===== src/rtl/pcc_pkg.sv =====
package pcc_pkg;

  typedef enum logic [2:0] {
    ST_IDLE,
    ST_WAIT_ADDR,
    ST_WAIT_MEM,
    ST_MEM_SET,
    ST_COLLECT,
    ST_READ,
    ST_COMMIT
  } pccState_t;

  typedef struct packed {
    logic loadPtr;
    logic firstByte;
    logic nextByte;
    logic readStep;
    logic commit;
  } pccStrobe_t;

endpackage


===== src/rtl/pcc_ctrl.sv =====
module pcc_ctrl
  import pcc_pkg::*;
#(
  parameter int COMMIT_CYCLES = 40
) (
  input  logic       clk,
  input  logic       rstN,
  input  logic       evStart,
  input  logic       evStop,
  input  logic       evAddr,
  input  logic       addrRead,
  input  logic       evMemAddr,
  input  logic       evData,
  input  logic       evRdNext,
  output pccStrobe_t stb,
  output logic       busy,
  output logic       addrAck
);

  localparam int CNT_W = (COMMIT_CYCLES > 1) ? $clog2(COMMIT_CYCLES) : 1;
  localparam logic [CNT_W-1:0] CNT_LOAD = CNT_W'(COMMIT_CYCLES - 1);

  pccState_t        state, stateNext;
  logic [CNT_W-1:0] waitCnt;
  logic             ackNext;

  always_comb begin
    stb       = '0;
    stateNext = state;
    ackNext   = 1'b0;
    if (state == ST_COMMIT) begin
      if (waitCnt == '0) begin
        stb.commit = 1'b1;
        stateNext  = ST_IDLE;
      end
    end else if (evStart) begin
      stateNext = ST_WAIT_ADDR;
    end else begin
      unique case (state)
        ST_WAIT_ADDR: begin
          if (evAddr) begin
            ackNext   = 1'b1;
            stateNext = addrRead ? ST_READ : ST_WAIT_MEM;
          end else if (evStop) begin
            stateNext = ST_IDLE;
          end
        end
        ST_WAIT_MEM: begin
          if (evMemAddr) begin
            stb.loadPtr = 1'b1;
            stateNext   = ST_MEM_SET;
          end else if (evStop) begin
            stateNext = ST_IDLE;
          end
        end
        ST_MEM_SET: begin
          if (evData) begin
            stb.firstByte = 1'b1;
            stateNext     = ST_COLLECT;
          end else if (evStop) begin
            stateNext = ST_IDLE;
          end
        end
        ST_COLLECT: begin
          if (evData) begin
            stb.nextByte = 1'b1;
          end else if (evStop) begin
            stateNext = ST_COMMIT;
          end
        end
        ST_READ: begin
          if (evRdNext) begin
            stb.readStep = 1'b1;
          end else if (evStop) begin
            stateNext = ST_IDLE;
          end
        end
        default: begin
          stateNext = state;
        end
      endcase
    end
  end

  always_ff @(posedge clk or negedge rstN) begin
    if (!rstN) begin
      state   <= ST_IDLE;
      waitCnt <= '0;
      addrAck <= 1'b0;
      busy    <= 1'b0;
    end else begin
      state   <= stateNext;
      addrAck <= ackNext;
      busy    <= (stateNext == ST_COMMIT);
      if (state != ST_COMMIT && stateNext == ST_COMMIT) begin
        waitCnt <= CNT_LOAD;
      end else if (state == ST_COMMIT && waitCnt != '0) begin
        waitCnt <= waitCnt - 1'b1;
      end
    end
  end

endmodule


===== src/rtl/pcc_datapath.sv =====
module pcc_datapath
  import pcc_pkg::*;
#(
  parameter int ADDR_W     = 8,
  parameter int PAGE_BYTES = 8
) (
  input  logic                              clk,
  input  logic                              rstN,
  input  pccStrobe_t                        stb,
  input  logic [ADDR_W-1:0]                 memAddr,
  input  logic [7:0]                        wrByte,
  input  logic [8*PAGE_BYTES-1:0]           memRdData,
  output logic [ADDR_W-$clog2(PAGE_BYTES)-1:0] memRdPage,
  output logic [7:0]                        rdData,
  output logic                              memWrEn,
  output logic [ADDR_W-$clog2(PAGE_BYTES)-1:0] memWrPage,
  output logic [8*PAGE_BYTES-1:0]           memWrData
);

  localparam int OFS_W  = $clog2(PAGE_BYTES);
  localparam int PAGE_W = ADDR_W - OFS_W;

  logic [ADDR_W-1:0]             ptr;
  logic [OFS_W-1:0]              ptrOfs;
  logic [PAGE_W-1:0]             ptrPage;
  logic [PAGE_BYTES-1:0][7:0]    pageBuf;
  logic [PAGE_BYTES-1:0][7:0]    rdView;

  assign ptrOfs  = ptr[OFS_W-1:0];
  assign ptrPage = ptr[ADDR_W-1:OFS_W];
  assign rdView  = memRdData;

  always_ff @(posedge clk or negedge rstN) begin
    if (!rstN) begin
      ptr <= '0;
    end else if (stb.loadPtr) begin
      ptr <= memAddr;
    end else if (stb.firstByte || stb.nextByte) begin
      ptr <= {ptrPage, ptrOfs + 1'b1};
    end else if (stb.readStep) begin
      ptr <= ptr + 1'b1;
    end
  end

  for (genvar g = 0; g < PAGE_BYTES; g++) begin : g_byte
    always_ff @(posedge clk or negedge rstN) begin
      if (!rstN) begin
        pageBuf[g] <= '0;
      end else if (stb.firstByte) begin
        pageBuf[g] <= (ptrOfs == OFS_W'(g)) ? wrByte : rdView[g];
      end else if (stb.nextByte && ptrOfs == OFS_W'(g)) begin
        pageBuf[g] <= wrByte;
      end
    end
  end

  assign memRdPage = ptrPage;
  assign rdData    = rdView[ptrOfs];
  assign memWrEn   = stb.commit;
  assign memWrPage = ptrPage;
  assign memWrData = pageBuf;

endmodule


===== src/rtl/page_commit_ctrl.sv =====
module page_commit_ctrl
  import pcc_pkg::*;
#(
  parameter int ADDR_W        = 8,
  parameter int PAGE_BYTES    = 8,
  parameter int COMMIT_CYCLES = 40
) (
  input  logic                                 clk,
  input  logic                                 rstN,
  input  logic                                 evStart,
  input  logic                                 evStop,
  input  logic                                 evAddr,
  input  logic                                 addrRead,
  input  logic                                 evMemAddr,
  input  logic [ADDR_W-1:0]                    memAddr,
  input  logic                                 evData,
  input  logic [7:0]                           wrByte,
  input  logic                                 evRdNext,
  output logic                                 addrAck,
  output logic                                 busy,
  output logic [7:0]                           rdData,
  output logic [ADDR_W-$clog2(PAGE_BYTES)-1:0] memRdPage,
  input  logic [8*PAGE_BYTES-1:0]              memRdData,
  output logic                                 memWrEn,
  output logic [ADDR_W-$clog2(PAGE_BYTES)-1:0] memWrPage,
  output logic [8*PAGE_BYTES-1:0]              memWrData
);

  pccStrobe_t stb;

  pcc_ctrl #(.COMMIT_CYCLES(COMMIT_CYCLES)) u_ctrl (
    .clk       (clk),
    .rstN      (rstN),
    .evStart   (evStart),
    .evStop    (evStop),
    .evAddr    (evAddr),
    .addrRead  (addrRead),
    .evMemAddr (evMemAddr),
    .evData    (evData),
    .evRdNext  (evRdNext),
    .stb       (stb),
    .busy      (busy),
    .addrAck   (addrAck)
  );

  pcc_datapath #(.ADDR_W(ADDR_W), .PAGE_BYTES(PAGE_BYTES)) u_dp (
    .clk       (clk),
    .rstN      (rstN),
    .stb       (stb),
    .memAddr   (memAddr),
    .wrByte    (wrByte),
    .memRdData (memRdData),
    .memRdPage (memRdPage),
    .rdData    (rdData),
    .memWrEn   (memWrEn),
    .memWrPage (memWrPage),
    .memWrData (memWrData)
  );

endmodule


===== config.mk =====
export PLATFORM = sky130hd
export DESIGN_NAME = page_commit_ctrl
export DESIGN_NICKNAME = d
export VERILOG_FILES = /design/src/rtl/pcc_pkg.sv /design/src/rtl/pcc_ctrl.sv /design/src/rtl/pcc_datapath.sv /design/src/rtl/page_commit_ctrl.sv
export SDC_FILE = /design/constraint.sdc
export NUM_CORES = 1
export LEC_CHECK = 0
export ABC_CLOCK_PERIOD_IN_PS = 2300
export BUFFER_PORTS_ARGS = -buffer_cell sky130_fd_sc_hd__buf_2
export CORE_UTILIZATION = 46
export CTS_CLUSTER_DIAMETER = 200
export DETAILED_ROUTE_END_ITERATION = 8
export PLACE_DENSITY = 0.77
export SYNTH_ARGS = -nofsm -noshare
export SYNTH_HDL_FRONTEND = slang
export SYNTH_SLANG_ARGS = --single-unit

===== constraint.sdc =====
create_clock -name clk -period 2.3 [get_ports clk]
set_input_delay 0.46 -clock clk [delete_from_list [all_inputs] [get_ports clk]]
set_output_delay 0.46 -clock clk [all_outputs]
set_load 0.02 [all_outputs]

==> results_dict.tcl <==
set metrics [dict create \
    max-vdd-ir-drop_uv 745 \
    dp_hpwl_um 12300 \
    finalSetupViolCount 0 \
    synthTopCellsByArea "dfrtp_1 (41%), nand2_1 (8.1%), o21ai_0 (7.2%), mux4_2 (7.2%), mux2i_1 (4.6%)" \
    worstPathRequired_ns 1.84 \
    place_ws_ns 0.0429 \
    period_share_pct 98.1 \
    status "finished clean" \
    start_util_pct 48.0 \
    grt_first_pass_wirelength_um 24600 \
    max_slew_margin_pct 59.1 \
    grt_max_degree 39 \
    min_period_ns 2.26 \
    wl_per_cell_um 18.6 \
    slew_violations 0 \
    cts_made_buffers 9 \
    p_total_mw 7.36 \
    yosys_warnings 0 \
    syn-mean-instance-area_um2 9.30 \
    drc 0 \
    clk_path_buf_depth 2 \
    worst_pin_slew_ns 0.612 \
    yosysSeqAreaShare_pct 41.3 \
    cellPowerDensity_nw_per_um2 1160 \
    area_growth_syn_to_layout_pct 26.0 \
    ys_async_sr_fraction_pct 100 \
    fp.dieH_um 107 \
    rows 37 \
    finish.net_count 808 \
    syn_nets 636 \
    wl_um 15900 \
    layout-drive-gt1-share_pct 34.7 \
    antenna_found_initial 0 \
    gp_congestion 0.953 \
    cpPeakStageDelay_ns 0.51 \
    synth.cell_area_um2 5020 \
    synthTopCellsByCount "nand2_1 (108), dfrtp_1 (83), o21ai_0 (72), mux2i_1 (23), nor2_1 (21)" \
    coreArea_um2 10500 \
    synthFlopType "dfrtp_1" \
    cts-root-buf "clkbuf_8" \
    first_iter_violations 413 \
    dieArea_um2 11300 \
    vias 4901 \
    hold_viol_final 0 \
    viasPerCell 5.75 \
    grt_pass1_vias 4671 \
    synthCells 540 \
    port_buffers 173 \
    cts_sinks 83 \
    yosysMostFrequentCell "nand2_1" \
    synth.distinct_cells 56 \
    grt_overflow 0 \
    crit_path_end_kind "output port" \
    max_freq_mhz 443 \
    path_clk_slew_ns 0.08 \
    cap_violations 0 \
    grt_usage_pct 28.4 \
    finalClockSkew_ns 0.00700 \
    place_area_um2 6040 \
    dieWidth_um 107 \
    synth_top_area_share_pct 41.3 \
    h-tree-depth 3 \
    insertion_delay_ns 0.36 \
    ys_ff_latch 83 \
    yosysTopAreaCell "dfrtp_1" \
    p_leak_nw 3.06 \
    ant_nets 0 \
    ioPinCount 174 \
    cts_hold_buf 0 \
    slowest_stage "mux4_2" \
    path_cells "buf_12 > mux4_2 > nand2_2 > nand2_1 > buf_2" \
    synth_edf_count 0 \
    crit_type "reg2out" \
    hp-class "in2async" \
    cts_tree "done" \
    fin_area_um2 6330 \
    fin_ws_ns 0.0448 \
    rsz0062_at_grt "yes" \
    arrival_ns 1.80 \
    drt_first_pass_iters 5 \
    cp_max_fo 9 \
    diodes 0 \
    worstSetupStartpointType "flop" \
]
==> placed cells by master, fill, tap and decap left out, drive strengths merged, types with 3 or more instances in the layout <==
cell     instances
o211ai           6
buf            202
o31ai           15
o21ai           75
and2             5
clkbuf          12
nand2          108
xor2             5
o2bb2ai         17
ha               7
nand3b           3
nor2b            7
nand2b          20
nor3            12
mux4            16
inv             11
mux2i           23
a21oi            5
nor2            22
dfrtp           83
nand3            8
and3b            3
o221ai           8
o22ai           11
==> registers in the layout, indices dropped and copies added, names as in the netlist <==
register	cells
u_dp.ptr	8
u_ctrl.busy	1
u_dp.memWrData	64
u_ctrl.state	3
u_ctrl.waitCnt	6
u_ctrl.addrAck	1
==> timing repair <==
action / CTS / global route
gates resized for setup: 7 / 3
setup endpoints to repair: 9 / 23
setup buffers: 1 / 5
==> critical path: cells and delay by family (launching register included) <==
kind / cells / cell delay (ns)
muxes: 1 / 0.51
DFF: 1 / 0.45
buffers and inverters: 2 / 0.31
and+or+nand+nor: 2 / 0.17
==> path summary, 6_finish.rpt <==
kind                                     from            endpoint  slack, ns  depth (start not counted)
hold / removal                           rstN  u_dp.memWrData[20]       0.07                          1
setup reg to reg              u_ctrl.state[0]  u_dp.memWrData[58]       0.21                          4
min in group clk                   memAddr[4]         u_dp.ptr[4]       0.31                          3
hold reg to reg            u_dp.memWrData[46]  u_dp.memWrData[46]       0.48                          2
max in group asynchronous                rstN  u_dp.memWrData[40]       1.63                          2
setup / recovery                  u_dp.ptr[0]           rdData[7]       0.04                          5
==> routing by layer <==
layer  routed length (µm)  global-route usage, %  part of all wire (%)  up-vias
met2                 7490                   44.7                    47      247
met5                    0                      0                     0        -
met1                 6660                   38.8                    42     2341
met3                 1390                   5.82                   8.7       32
li1                     -                      -                     -     2281
met4                  347                   9.98                   2.2        0
==> per-stage QoR <==
stage	setup TNS (ns)	hold slack (ns)	util, %	instances
6_report	0	0.0660	60.5	853
5_1_grt	-0.0421	0.0927	60.5	853
4_1_cts	0	0.0795	60.0	848
3_5_place_dp	0	0.461	57.7	831
3_3_place_gp	0	0.455	57.7	831
2_1_floorplan	0	0.164	-	540
==> power breakdown <==
group,switching (mW),internal [mW],total [mW]
Combinational,2.30,1.47,3.77
Clock,0.547,0.614,1.16
Sequential,0.427,2.00,2.43
Total,3.27,4.08,7.36
==> cell type report <==
type                    count  area, µm²
fillers                   936       4130
multi-input cells         405       2700
flip-flops and latches     83       2080
repair buffers            202       1120
well taps                 136        170
clock buffers              12        135
clock inverters             4       75.1
inverters                  11       41.3
==> logic make-up (layout without fill, tap and decap cells) <==
kind of cell | after synthesis | count (layout) | share of synthesized area (%)
AOI/OAI and AO/OA | 149 | 149 | 18.9
xor gates and xnor gates | 5 | 5 | 0.872
adders and majority gates | 7 | 7 | 1.74
buffers and inverters | 52 | 229 | 5.28
DFF | 83 | 83 | 41.3
muxes | 40 | 40 | 12.0
and+or+nand+nor | 204 | 204 | 19.9
Power figures use the tool's default switching activity.
